$ cat src/rtl/alu8_pkg.sv
package alu8_pkg;

   typedef enum logic [4:0] {
      OP_ADD  = 5'd0,
      OP_ADC  = 5'd1,
      OP_SUB  = 5'd2,
      OP_SBC  = 5'd3,
      OP_CMP  = 5'd4,
      OP_CPC  = 5'd5,
      OP_AND  = 5'd6,
      OP_OR   = 5'd7,
      OP_XOR  = 5'd8,
      OP_COM  = 5'd9,
      OP_NEG  = 5'd10,
      OP_INC  = 5'd11,
      OP_DEC  = 5'd12,
      OP_TST  = 5'd13,
      OP_CLR  = 5'd14,
      OP_LSL  = 5'd15,
      OP_LSR  = 5'd16,
      OP_ROL  = 5'd17,
      OP_ROR  = 5'd18,
      OP_ASR  = 5'd19,
      OP_SWAP = 5'd20
   } alu_op_e;

   localparam int SR_W = 8;
   localparam int FL_C = 0;
   localparam int FL_Z = 1;
   localparam int FL_N = 2;
   localparam int FL_V = 3;
   localparam int FL_S = 4;
   localparam int FL_H = 5;
   localparam int FL_T = 6;
   localparam int FL_I = 7;

   // masks of flags each operation class may change
   localparam logic [SR_W-1:0] MSK_ARITH = 8'h3F; // H S V N Z C
   localparam logic [SR_W-1:0] MSK_ZCNV  = 8'h1F; // S V N Z C
   localparam logic [SR_W-1:0] MSK_ZNV   = 8'h1E; // S V N Z
   localparam logic [SR_W-1:0] MSK_NONE  = 8'h00;

   typedef struct packed {
      logic            use_adder;
      logic            sub;
      logic            use_cin;
      logic            negate;
      logic            one_b;
      logic            sticky_z;
      logic            wr_res;
      logic [SR_W-1:0] mask;
   } alu_ctrl_t;

   function automatic alu_ctrl_t decode_op(input logic [4:0] code);
      alu_ctrl_t c;
      c        = '0;
      c.wr_res = 1'b1;
      case (code)
         OP_ADD:  begin c.use_adder = 1'b1; c.mask = MSK_ARITH; end
         OP_ADC:  begin c.use_adder = 1'b1; c.use_cin = 1'b1; c.mask = MSK_ARITH; end
         OP_SUB:  begin c.use_adder = 1'b1; c.sub = 1'b1; c.mask = MSK_ARITH; end
         OP_SBC:  begin c.use_adder = 1'b1; c.sub = 1'b1; c.use_cin = 1'b1;
                        c.sticky_z = 1'b1; c.mask = MSK_ARITH; end
         OP_CMP:  begin c.use_adder = 1'b1; c.sub = 1'b1; c.wr_res = 1'b0;
                        c.mask = MSK_ARITH; end
         OP_CPC:  begin c.use_adder = 1'b1; c.sub = 1'b1; c.use_cin = 1'b1;
                        c.sticky_z = 1'b1; c.wr_res = 1'b0; c.mask = MSK_ARITH; end
         OP_NEG:  begin c.use_adder = 1'b1; c.sub = 1'b1; c.negate = 1'b1;
                        c.mask = MSK_ARITH; end
         OP_INC:  begin c.use_adder = 1'b1; c.one_b = 1'b1; c.mask = MSK_ZNV; end
         OP_DEC:  begin c.use_adder = 1'b1; c.sub = 1'b1; c.one_b = 1'b1;
                        c.mask = MSK_ZNV; end
         OP_AND, OP_OR, OP_XOR, OP_TST, OP_CLR: c.mask = MSK_ZNV;
         OP_COM, OP_LSL, OP_LSR, OP_ROL, OP_ROR, OP_ASR: c.mask = MSK_ZCNV;
         OP_SWAP: c.mask = MSK_NONE;
         default: begin c.wr_res = 1'b0; c.mask = MSK_NONE; end
      endcase
      return c;
   endfunction

endpackage

$ cat src/rtl/alu8_adder.sv
module alu8_adder #(
   parameter int W         = 8,
   parameter bit FAST_SUM  = 1'b0
) (
   input  logic [W-1:0] a,
   input  logic [W-1:0] b,
   input  logic         cin,
   input  logic         sub,
   output logic [W-1:0] sum,
   output logic         c_flag,
   output logic         h_flag,
   output logic         v_flag
);
   localparam int HW = W / 2;

   logic [W-1:0] b_eff;
   logic         ci;
   logic         c_half;
   logic         c_top;

   // subtraction as a + ~b + ~borrow; carry out then means "no borrow"
   assign b_eff = sub ? ~b : b;
   assign ci    = sub ? ~cin : cin;

   if (FAST_SUM) begin : g_fast
      logic [W:0]  full;
      logic [HW:0] low;
      assign full   = {1'b0, a} + {1'b0, b_eff} + {{W{1'b0}}, ci};
      assign low    = {1'b0, a[HW-1:0]} + {1'b0, b_eff[HW-1:0]} + {{HW{1'b0}}, ci};
      assign sum    = full[W-1:0];
      assign c_top  = full[W];
      assign c_half = low[HW];
   end else begin : g_ripple
      logic [W:0] cy;
      assign cy[0] = ci;
      for (genvar i = 0; i < W; i++) begin : g_bit
         assign sum[i]  = a[i] ^ b_eff[i] ^ cy[i];
         assign cy[i+1] = (a[i] & b_eff[i]) | (cy[i] & (a[i] ^ b_eff[i]));
      end
      assign c_top  = cy[W];
      assign c_half = cy[HW];
   end

   assign c_flag = sub ? ~c_top  : c_top;
   assign h_flag = sub ? ~c_half : c_half;
   assign v_flag = (a[W-1] == b_eff[W-1]) && (sum[W-1] != a[W-1]);

endmodule

$ cat src/rtl/alu8_bitops.sv
module alu8_bitops
   import alu8_pkg::*;
#(
   parameter int W = 8
) (
   input  logic [W-1:0] a,
   input  logic [W-1:0] b,
   input  logic [4:0]   op,
   input  logic         cin,
   output logic [W-1:0] res,
   output logic         c_flag,
   output logic         v_flag
);
   localparam int HW = W / 2;

   logic shift_op;

   always_comb begin
      res      = a;
      c_flag   = cin;
      shift_op = 1'b0;
      case (op)
         OP_AND:  res = a & b;
         OP_OR:   res = a | b;
         OP_XOR:  res = a ^ b;
         OP_TST:  res = a;
         OP_CLR:  res = '0;
         OP_COM:  begin res = ~a; c_flag = 1'b1; end
         OP_LSL:  begin res = {a[W-2:0], 1'b0};    c_flag = a[W-1]; shift_op = 1'b1; end
         OP_LSR:  begin res = {1'b0, a[W-1:1]};    c_flag = a[0];   shift_op = 1'b1; end
         OP_ROL:  begin res = {a[W-2:0], cin};     c_flag = a[W-1]; shift_op = 1'b1; end
         OP_ROR:  begin res = {cin, a[W-1:1]};     c_flag = a[0];   shift_op = 1'b1; end
         OP_ASR:  begin res = {a[W-1], a[W-1:1]};  c_flag = a[0];   shift_op = 1'b1; end
         OP_SWAP: res = {a[HW-1:0], a[W-1:HW]};
         default: res = a;
      endcase
      // logical ops and complement clear V; shifts use N xor C after the move
      v_flag = shift_op & (res[W-1] ^ c_flag);
   end

endmodule

$ cat src/rtl/alu8_status.sv
module alu8_status
   import alu8_pkg::*;
#(
   parameter int              W       = 8,
   parameter logic [SR_W-1:0] RST_VAL = 8'h00
) (
   input  logic            clk,
   input  logic            rst_n,
   input  logic            wr_en,
   input  logic [W-1:0]    res,
   input  logic            c_new,
   input  logic            h_new,
   input  logic            v_new,
   input  logic            sticky_z,
   input  logic [SR_W-1:0] mask,
   output logic [SR_W-1:0] nxt,
   output logic [SR_W-1:0] q
);
   logic [SR_W-1:0] calc;
   logic            n_new;
   logic            z_new;

   assign n_new = res[W-1];
   assign z_new = (res == '0) && (!sticky_z || q[FL_Z]);

   always_comb begin
      calc       = q;
      calc[FL_C] = c_new;
      calc[FL_Z] = z_new;
      calc[FL_N] = n_new;
      calc[FL_V] = v_new;
      calc[FL_S] = n_new ^ v_new;
      calc[FL_H] = h_new;
   end

   assign nxt = (calc & mask) | (q & ~mask);

   always_ff @(posedge clk or negedge rst_n) begin
      if (!rst_n)     q <= RST_VAL;
      else if (wr_en) q <= nxt;
   end

   AST_SREG_LOAD: assert property (@(posedge clk) disable iff (!rst_n)
      wr_en |=> q == $past(nxt)) else $error("status not loaded");
   AST_SREG_HOLD: assert property (@(posedge clk) disable iff (!rst_n)
      !wr_en |=> $stable(q)) else $error("status changed without enable");
   AST_IT_KEEP: assert property (@(posedge clk) disable iff (!rst_n)
      nxt[FL_I:FL_T] == q[FL_I:FL_T]) else $error("I or T altered");

endmodule

$ cat src/rtl/alu8_core.sv
module alu8_core
   import alu8_pkg::*;
#(
   parameter int              W        = 8,
   parameter bit              FAST_SUM = 1'b0,
   parameter logic [SR_W-1:0] RST_VAL  = 8'h00
) (
   input  logic            clk,
   input  logic            rst_n,
   input  logic [W-1:0]    op_a,
   input  logic [W-1:0]    op_b,
   input  logic [4:0]      op_sel,
   input  logic            sreg_wr_en,
   output logic [W-1:0]    result,
   output logic            result_wr,
   output logic [SR_W-1:0] sreg_next,
   output logic [SR_W-1:0] sreg_q
);
   if (W < 4 || (W % 2) != 0) begin : g_bad_width
      $error("alu8_core: W must be even and at least 4");
   end

   alu_ctrl_t    ctl;
   logic [W-1:0] add_a, add_b, add_sum, bit_res;
   logic         add_cin, add_c, add_h, add_v;
   logic         bit_c, bit_v;
   logic         c_new, h_new, v_new;

   assign ctl     = decode_op(op_sel);
   assign add_a   = ctl.negate ? '0 : op_a;
   assign add_b   = ctl.negate ? op_a : (ctl.one_b ? W'(1) : op_b);
   assign add_cin = ctl.use_cin & sreg_q[FL_C];

   alu8_adder #(.W(W), .FAST_SUM(FAST_SUM)) u_adder (
      .a(add_a), .b(add_b), .cin(add_cin), .sub(ctl.sub),
      .sum(add_sum), .c_flag(add_c), .h_flag(add_h), .v_flag(add_v)
   );

   alu8_bitops #(.W(W)) u_bitops (
      .a(op_a), .b(op_b), .op(op_sel), .cin(sreg_q[FL_C]),
      .res(bit_res), .c_flag(bit_c), .v_flag(bit_v)
   );

   assign result = ctl.use_adder ? add_sum : bit_res;
   assign c_new  = ctl.use_adder ? add_c   : bit_c;
   assign h_new  = ctl.use_adder & add_h;
   assign v_new  = ctl.use_adder ? add_v   : bit_v;

   assign result_wr = sreg_wr_en & ctl.wr_res;

   alu8_status #(.W(W), .RST_VAL(RST_VAL)) u_status (
      .clk(clk), .rst_n(rst_n), .wr_en(sreg_wr_en), .res(result),
      .c_new(c_new), .h_new(h_new), .v_new(v_new), .sticky_z(ctl.sticky_z),
      .mask(ctl.mask), .nxt(sreg_next), .q(sreg_q)
   );

   AST_CMP_NO_WB: assert property (@(posedge clk) disable iff (!rst_n)
      (op_sel == OP_CMP || op_sel == OP_CPC) |-> !result_wr) else $error("compare wrote");
   AST_SWAP_FLAGS: assert property (@(posedge clk) disable iff (!rst_n)
      (op_sel == OP_SWAP) |-> sreg_next == sreg_q) else $error("swap moved flags");
   AST_LOGIC_KEEP_CH: assert property (@(posedge clk) disable iff (!rst_n)
      (op_sel inside {OP_AND, OP_OR, OP_XOR, OP_TST, OP_CLR}) |->
      (sreg_next[FL_C] == sreg_q[FL_C] && sreg_next[FL_H] == sreg_q[FL_H]))
      else $error("logic op altered C or H");
   AST_COM_FLAGS: assert property (@(posedge clk) disable iff (!rst_n)
      (op_sel == OP_COM) |-> (sreg_next[FL_C] && !sreg_next[FL_V])) else $error("COM flags");
   AST_S_IS_NV: assert property (@(posedge clk) disable iff (!rst_n)
      (op_sel <= 5'(OP_ASR)) |-> sreg_next[FL_S] == (sreg_next[FL_N] ^ sreg_next[FL_V]))
      else $error("S not N xor V");
   AST_BAD_OP_IDLE: assert property (@(posedge clk) disable iff (!rst_n)
      (op_sel > 5'(OP_SWAP)) |-> (!result_wr && sreg_next == sreg_q))
      else $error("undefined op had effect");

endmodule

$ cat config.mk
export PLATFORM = sky130hd
export DESIGN_NAME = alu8_core
export DESIGN_NICKNAME = d
export VERILOG_FILES = /design/src/rtl/alu8_pkg.sv /design/src/rtl/alu8_adder.sv /design/src/rtl/alu8_bitops.sv /design/src/rtl/alu8_status.sv /design/src/rtl/alu8_core.sv
export SDC_FILE = /design/constraint.sdc
export NUM_CORES = 1
export LEC_CHECK = 0
export ABC_AREA = 0
export BUFFER_PORTS_ARGS = -buffer_cell sky130_fd_sc_hd__buf_4
export CORE_MARGIN = 2
export CORE_UTILIZATION = 40
export DETAILED_ROUTE_END_ITERATION = 7
export PLACE_DENSITY = 0.64
export SLEW_MARGIN = 40
export SYNTH_ARGS = -nofsm -noshare
export SYNTH_HDL_FRONTEND = slang
export SYNTH_SLANG_ARGS = --single-unit
$ cat constraint.sdc
create_clock -name clk -period 12 [get_ports clk]
set_clock_uncertainty 0.15 [all_clocks]
set_input_delay 2.4 -clock clk [delete_from_list [all_inputs] [get_ports clk]]
set_output_delay 2.4 -clock clk [all_outputs]
set_load 0.05 [all_outputs]
==> results of run 1 <==
[cell type report]
| type | count | area (µm²) |
|---|---|---|
| clock buffer | 3 | 41.3 |
| fill | 563 | 2620 |
| inverter | 23 | 86.3 |
| multi-input combinational | 230 | 1730 |
| sequential | 6 | 150 |
| tap | 70 | 87.6 |
| timing repair buffer | 48 | 360 |
[per-layer routing]
layer | vias up | GRT usage [%] | part of all wire (%)
met2 | 142 | 42.2 | 47
met5 | - | 0 | 0
li1 | 1086 | - | -
met3 | 35 | 3.08 | 8.4
met4 | 0 | 11.6 | 4.0
met1 | 1085 | 33.6 | 40
[critical path, stage by stage]
cell                       delay (ns)
sky130_fd_sc_hd__buf_4           0.26
sky130_fd_sc_hd__or3b_1          0.49
sky130_fd_sc_hd__nor2_1          0.13
sky130_fd_sc_hd__buf_4           0.17
sky130_fd_sc_hd__a22oi_1         0.13
sky130_fd_sc_hd__xnor2_1         0.22
sky130_fd_sc_hd__fa_1            0.20
sky130_fd_sc_hd__inv_1           0.05
sky130_fd_sc_hd__fa_1            0.44
sky130_fd_sc_hd__fa_1            0.43
sky130_fd_sc_hd__inv_1           0.09
sky130_fd_sc_hd__fa_1            0.19
sky130_fd_sc_hd__inv_1           0.08
sky130_fd_sc_hd__fa_1            0.45
sky130_fd_sc_hd__fa_1            0.46
sky130_fd_sc_hd__fa_1            0.44
sky130_fd_sc_hd__inv_1           0.09
sky130_fd_sc_hd__fa_1            0.45
sky130_fd_sc_hd__inv_1           0.07
sky130_fd_sc_hd__o211ai_1        0.08
sky130_fd_sc_hd__o31ai_1         0.09
sky130_fd_sc_hd__a31oi_1         0.13
sky130_fd_sc_hd__or4_1           0.46
sky130_fd_sc_hd__or4b_1          0.56
sky130_fd_sc_hd__a21oi_1         0.17
sky130_fd_sc_hd__buf_4           0.21
[power by group]
part | switching [mW] | leakage, nW | internal [mW]
registers | 0.00727 | 0.0726 | 0.0262
clock network | 0.00961 | 0.0216 | 0.0216
logic | 0.131 | 1.01 | 0.0636
total | 0.148 | 1.11 | 0.111
[placed cells by master, fill, tap and decap left out, types with 3 or more instances in the layout]
master,n
sky130_fd_sc_hd__o211ai_1,4
sky130_fd_sc_hd__xnor2_1,8
sky130_fd_sc_hd__a31oi_1,3
sky130_fd_sc_hd__a21oi_1,8
sky130_fd_sc_hd__clkbuf_8,3
sky130_fd_sc_hd__nor3b_2,3
sky130_fd_sc_hd__buf_4,48
sky130_fd_sc_hd__nor4_1,8
sky130_fd_sc_hd__nand2_1,22
sky130_fd_sc_hd__o21ai_0,10
sky130_fd_sc_hd__nor2b_1,7
sky130_fd_sc_hd__a211oi_1,4
sky130_fd_sc_hd__a22oi_1,8
sky130_fd_sc_hd__mux2_2,3
sky130_fd_sc_hd__nand3_1,9
sky130_fd_sc_hd__and3_1,10
sky130_fd_sc_hd__nand2b_1,5
sky130_fd_sc_hd__and2_1,4
sky130_fd_sc_hd__inv_1,23
sky130_fd_sc_hd__conb_1,4
sky130_fd_sc_hd__fa_1,8
sky130_fd_sc_hd__nand3b_1,3
sky130_fd_sc_hd__nor3_1,10
sky130_fd_sc_hd__xor2_1,4
sky130_fd_sc_hd__ha_1,17
sky130_fd_sc_hd__dfrtp_1,6
sky130_fd_sc_hd__a2111oi_0,8
sky130_fd_sc_hd__nor2_1,17
[how the worst max path moves through the flow]
stage | start | cells past startpoint | slack [ns] | end
after floorplan | op_sel[2] | 25 | 0.09 | sreg_next[1]
after global placement | op_sel[1] | 27 | 0.64 | sreg_next[1]
after detailed placement | op_sel[1] | 27 | 0.46 | sreg_next[1]
after CTS | op_sel[1] | 27 | 0.43 | sreg_next[1]
after global routing | op_sel[3] | 26 | 0.07 | sreg_next[1]
final | op_sel[3] | 26 | 0.50 | sreg_next[1]
[timing repair]
action                     CTS  global route
setup buffers                0             0
setup endpoints to repair    0             1
hold buffers                 0             0
gates resized for setup      0             1
[per-stage QoR]
stage	total power [mW]	cells	cell area (µm²)	setup slack, ns
after global routing	0.277	380	2450	0.0678
after detailed placement	0.227	377	2410	0.460
final	0.259	380	2450	0.504
after global placement	0.226	377	2400	0.639
after floorplan	0.171	285	2100	0.0883
after CTS	0.259	380	2450	0.426
[kinds of logic after synthesis]
family          synth area share [%]
fa+ha+maj                       17.8
simple gates                    32.1
other cells                    0.179
buf+inv                         11.2
compound gates                  24.4
xor+xnor                        5.03
mux                             2.09
flops                           7.18
==> flow_summary_export.csv, run 1 <==
group,metric,value,unit
outcome,outcome,"complete, no violations",
power_and_ir_drop,cellLeakagePower,1.11,nW
detailed_routing,postRouteWirelength,7240,µm
min_path,hold_path_end,"u_status.q[4]$_DFFE_PN0P_",
yosys,postSynth.asyncResetShare,100,%
sta,grt_setup_unrepaired,"false",
final_layout,largest_register,"u_status.q",
sta,post-route-period-util,95.8,%
yosys,syn_inst,282,
sta,achievable-frequency,0.0870,GHz
detailed_routing,antenna_violating_nets_post_route,0,
critical_path,critPathCaptureType,"primary output",
global_routing,grt-ovfl-total,0,
yosys,synth.largest_area_cell,"sky130_fd_sc_hd__ha_1",
yosys,synth_enable_flop_cells,0,
global_routing,largest_net_degree_at_the_start_of_global_routing,30,
place,gp_congestion,0.999,
yosys,avgSynthCellArea,7.41,µm²
cts,cts_tree,"yes",
place,port_buffers,44,
final_layout,num-nets-final,361,
global_routing,grt_antenna_before_repair,0,
final_layout,largestRegisters,"u_status.q x6",
detailed_routing,avgViaCountPerCell,6.18,
critical_path,worst_ep_required_time,9.45,ns
yosys,ys_top_cells_by_area,"sky130_fd_sc_hd__ha_1 10%, sky130_fd_sc_hd__fa_1 7.7%, sky130_fd_sc_hd__dfrtp_1 7.2%",
yosys,synth_seq_area_share,7.18,%
sta,worst_slew_pin_slew,0.698,ns
yosys,synth_top_cells_by_count,"23 x sky130_fd_sc_hd__inv_1, 22 x sky130_fd_sc_hd__nand2_1, 18 x sky130_fd_sc_hd__nor2_1",
min_path,holdPathStages,1,
cts,clk_latency,0.23,ns
sta,fin_tns_setup,0,ns
detailed_routing,drc_errors_left,0,
detailed_routing,detailedRoute.firstIterationViolations,247,
final_layout,share_of_layout_cells_above_drive_strength_1,21.0,%
floorplanning,placementRows,26,
detailed_routing,drt_first_pass_iters,6,
cts,tritoncts_num_sinks,6,
critical_path,worst_r2r_endpoint,"u_status.q[1]$_DFFE_PN0P_",
yosys,synthesis.yosys.warnings,0,
yosys,most_numerous_cell_in_the_yosys_netlist,"sky130_fd_sc_hd__inv_1",
global_routing,first_global_vias,2290,
floorplanning,initial_cell_density_of_the_core,41.2,%
cts,clk_path_buf_depth,2,
yosys,mappedNetlistArea,2090,µm²
critical_path,timing_worst_setup_path_type,"input pin to primary output",
final_layout,flow.area_growth_from_synthesis,17.2,%
floorplanning,floorplan.core_area,5070,µm²
final_layout,postLayoutCoreUtil,48.3,%
power_and_ir_drop,power_density,106,nW/µm²
sta,hold_violations,0,
final_layout,largest_reg_flops,6,
yosys,synth_flop_cell,"sky130_fd_sc_hd__dfrtp_1",
place,dpl.hpwl,5500,µm
critical_path,worstSetupStartpointType,"input pin",
critical_path,ff2ff_setup_slack,5.64,ns
cts,cts_inserted_buffers,3,
floorplanning,chipHeight,76.3,µm
floorplanning,dieArea,5820,µm²
min_path,holdCritPathClass,"register to register",
sta,timing.final.max_slew_violations,0,
cts,clock_pin_slew_on_the_worst_setup_and_hold_paths,0.04,ns
global_routing,grt_usage,25.6,%
yosys,synth-seq-cells,6,
floorplanning,floorplan.die.width,76.3,µm
detailed_routing,drt-wirelength-per-cell,19.1,µm
yosys,synth.distinct_cells,63,
final_layout,number_of_antenna_diodes,0,
critical_path,critPathMaxFanout,29,
sta,time_the_final_worst_path_needs_with_i_o_delays_and_setup,11.50,ns
sta,final.hold.worst_slack,0.381,ns
flow_run,drv_cap,0,
detailed_routing,detailroute.via_count,2348,
cts,cts_max_level,1,
sta,timing.slew.headroom,53.1,%
global_routing,first_pass_grt_wire_length,12000,µm
floorplanning,io_pins,49,
critical_path,worst_ep_arrival_time,8.95,ns
power_and_ir_drop,ir_worst_vdd,0.0691,mV
yosys,synth_top_cell_area_share,10.2,%
critical_path,worst_reg_to_reg_cells,22,
critical_path,regToRegStartpoint,"u_status.q[0]$_DFFE_PN0P_",
min_path,worstHoldStart,"u_status.q[4]$_DFFE_PN0P_",
cts,clock-root-buffer,"sky130_fd_sc_hd__clkbuf_8",
sta,setup_viol,0,
Power figures use the tool's default switching activity.
==> run 2, diff against run 1 <==
Settings changed: BUFFER_PORTS_ARGS -buffer_cell sky130_fd_sc_hd__buf_4 to -buffer_cell sky130_fd_sc_hd__buf_2, GPL_TIMING_DRIVEN set to 0.
==> run 2 against run 1 <==
- setup slack worse by 0.17 ns
- largest cell class unchanged
- highest routed layer unchanged
- register-to-register slack got worse by 0.20 ns
- critical endpoint unchanged
- first-iteration DRC count decreased by 24%
- critical path type unchanged
- final area is 5.0% higher
==> flow_summary_export.csv, run 2 (same netlist as run 1, synthesis figures left out) <==
group,metric,value,unit
power_and_ir_drop,cellLeakagePower,1.19,nW
final_layout,share_of_layout_cells_above_drive_strength_1,28.4,%
power_and_ir_drop,share_clk_of_total_power,11.8,%
power_and_ir_drop,switching_share,57.9,%
final_layout,largest_register,"u_status.q",
final_layout,seqCellArea,150,µm²
power_and_ir_drop,pwr-share-seq,13.2,%
critical_path,worst_ep_required_time,9.45,ns
power_and_ir_drop,p_int,0.106,mW
floorplanning,io_pins,49,
final_layout,final_common_cell,"sky130_fd_sc_hd__buf_2",
sta,time_the_final_worst_path_needs_with_i_o_delays_and_setup,11.66,ns
place,port_buffers,42,
sta,hold_violations,0,
detailed_routing,avgViaCountPerCell,5.91,
critical_path,worst_ep_arrival_time,9.11,ns
sta,setup_viol,0,
final_layout,num-nets-final,386,
detailed_routing,drt-wirelength-per-cell,17.1,µm
cts,tritoncts_num_sinks,6,
critical_path,worst_r2r_endpoint,"u_status.q[1]$_DFFE_PN0P_",
floorplanning,chipHeight,76.3,µm
sta,achievable-frequency,0.0858,GHz
detailed_routing,detailroute.via_count,2395,
power_and_ir_drop,net_sw_power,0.146,mW
global_routing,grt_antenna_before_repair,0,
final_layout,final.fill_count,562,
global_routing,first_global_vias,2324,
final_layout,mostFrequentLayoutCells,"46 x sky130_fd_sc_hd__buf_2, 23 x sky130_fd_sc_hd__inv_1, 20 x sky130_fd_sc_hd__nand2_1",
outcome,outcome,"complete, no violations",
floorplanning,placementRows,26,
final_layout,flow.area_growth_from_synthesis,23.1,%
critical_path,timing_worst_setup_path_type,"input pin to primary output",
detailed_routing,drc_errors_left,0,
sta,timing.slew.headroom,51.9,%
power_and_ir_drop,ir_worst_vdd,0.0718,mV
critical_path,critPathCaptureType,"primary output",
critical_path,critical_path.startpoint,"op_sel[3]",
floorplanning,dieArea,5820,µm²
floorplanning,initial_cell_density_of_the_core,41.2,%
critical_path,worst_reg_to_reg_cells,22,
critical_path,ff2ff_setup_slack,5.44,ns
sta,timing.final.max_slew_violations,0,
global_routing,largest_net_degree_at_the_start_of_global_routing,11,
critical_path,worstSetupStartpointType,"input pin",
final_layout,postLayoutCoreUtil,50.7,%
cts,cts_inserted_buffers,3,
global_routing,first_pass_grt_wire_length,11600,µm
cts,clock-root-buffer,"sky130_fd_sc_hd__clkbuf_8",
global_routing,grt_usage,24.2,%
detailed_routing,antenna_violating_nets_post_route,0,
final_layout,multi_input_area,1800,µm²
final_layout,largest_reg_flops,6,
sta,worst_slew_pin_slew,0.719,ns
detailed_routing,postRouteWirelength,6940,µm
cts,clock_pin_slew_on_the_worst_setup_and_hold_paths,0.03,ns
critical_path,timing.critical_path.to,"sreg_next[1]",
critical_path,regToRegStartpoint,"u_status.q[0]$_DFFE_PN0P_",
cts,clk_path_buf_depth,2,
cts,cts_tree,"yes",
floorplanning,floorplan.die.width,76.3,µm
power_and_ir_drop,pwr-share-comb,75.0,%
detailed_routing,drt_first_pass_iters,5,
flow_run,drv_cap,0,
min_path,holdCritPathClass,"register to register",
power_and_ir_drop,fin_total_pwr,0.251,mW
global_routing,grt-ovfl-total,0,
detailed_routing,detailedRoute.firstIterationViolations,188,
final_layout,number_of_antenna_diodes,0,
critical_path,critPathMaxFanout,10,
floorplanning,floorplan.core_area,5070,µm²
cts,cts_max_level,1,
place,dpl.hpwl,5180,µm
place,gp_congestion,0.938,
cts,clk_latency,0.22,ns
power_and_ir_drop,power_density,97.7,nW/µm²
sta,post-route-period-util,97.2,%
final_layout,largestRegisters,"u_status.q x6",
[run 2: final cells by class]
type | instances | area share, %
tap | 70 | 3.40
multi-input combinational | 230 | 70.1
sequential | 6 | 5.83
timing repair buffer | 48 | 10.0
clock buffer | 3 | 1.60
buffer | 25 | 5.74
inverter | 23 | 3.35
[run 2: stage by stage]
stage	setup TNS, ns	setup slack [ns]	cells	hold slack (ns)	area, µm²
detailed placement	-0.328	-0.328	397	0.350	2420
global route	-0.0547	-0.0547	405	0.377	2570
finish	0	0.338	405	0.372	2570
floorplan	0	0.0883	285	0.455	2100
CTS	0	0.0401	400	0.367	2470
global placement	-0.275	-0.275	397	0.358	2400
[run 2: worst min path at each step]
stage	from	to	slack (ns)	cells after the start
after floorplan	u_status.q[0]$_DFFE_PN0P_	u_status.q[0]$_DFFE_PN0P_	0.45	1
after global placement	u_status.q[4]$_DFFE_PN0P_	u_status.q[4]$_DFFE_PN0P_	0.36	1
after detailed placement	u_status.q[4]$_DFFE_PN0P_	u_status.q[4]$_DFFE_PN0P_	0.35	1
after CTS	u_status.q[4]$_DFFE_PN0P_	u_status.q[4]$_DFFE_PN0P_	0.37	1
after global routing	u_status.q[4]$_DFFE_PN0P_	u_status.q[4]$_DFFE_PN0P_	0.38	1
final	u_status.q[4]$_DFFE_PN0P_	u_status.q[4]$_DFFE_PN0P_	0.37	1
[run 2: per-layer routing]
layer	global-route usage, %	vias to the layer above	part of all wire, %
met1	33.1	1130	44
met5	0	-	0
met4	10.2	0	2.6
met3	2.13	21	6.5
met2	39.2	118	47
li1	-	1126	-
[run 2: power groups by stage]
stage	clock network [mW]	logic [mW]	registers, mW
2_1_floorplan	0	0.124	0.0470
3_3_place_gp	0	0.181	0.0332
3_5_place_dp	0	0.183	0.0333
4_1_cts	0.0305	0.184	0.0330
5_1_grt	0.0324	0.203	0.0338
6_report	0.0297	0.189	0.0331
[run 2: timing repair]
| action | 4_1_cts | 5_1_grt |
|---|---|---|
| buffers inserted | 0 | 6 |
| endpoints found under the setup margin | 1 | 1 |
| resized for setup | 5 | 18 |
| hold buffers | 0 | 0 |
| pin swaps | 0 | 4 |
[run 2: critical path: stages]
cell,delay (ns)
sky130_fd_sc_hd__buf_2,0.10
sky130_fd_sc_hd__buf_4,0.16
sky130_fd_sc_hd__buf_2,0.20
sky130_fd_sc_hd__buf_2,0.20
sky130_fd_sc_hd__a21oi_2,0.19
sky130_fd_sc_hd__nand2_4,0.17
sky130_fd_sc_hd__xnor2_2,0.21
sky130_fd_sc_hd__fa_1,0.21
sky130_fd_sc_hd__inv_1,0.06
sky130_fd_sc_hd__fa_1,0.47
sky130_fd_sc_hd__fa_1,0.45
sky130_fd_sc_hd__inv_1,0.10
sky130_fd_sc_hd__fa_1,0.22
sky130_fd_sc_hd__inv_1,0.10
sky130_fd_sc_hd__fa_1,0.46
sky130_fd_sc_hd__fa_1,0.46
sky130_fd_sc_hd__fa_1,0.47
sky130_fd_sc_hd__inv_1,0.09
sky130_fd_sc_hd__fa_1,0.46
sky130_fd_sc_hd__inv_1,0.09
sky130_fd_sc_hd__o211ai_1,0.08
sky130_fd_sc_hd__o31ai_1,0.10
sky130_fd_sc_hd__a31oi_2,0.12
sky130_fd_sc_hd__or4_1,0.54
sky130_fd_sc_hd__or4b_1,0.58
sky130_fd_sc_hd__a21oi_1,0.20
sky130_fd_sc_hd__buf_4,0.22
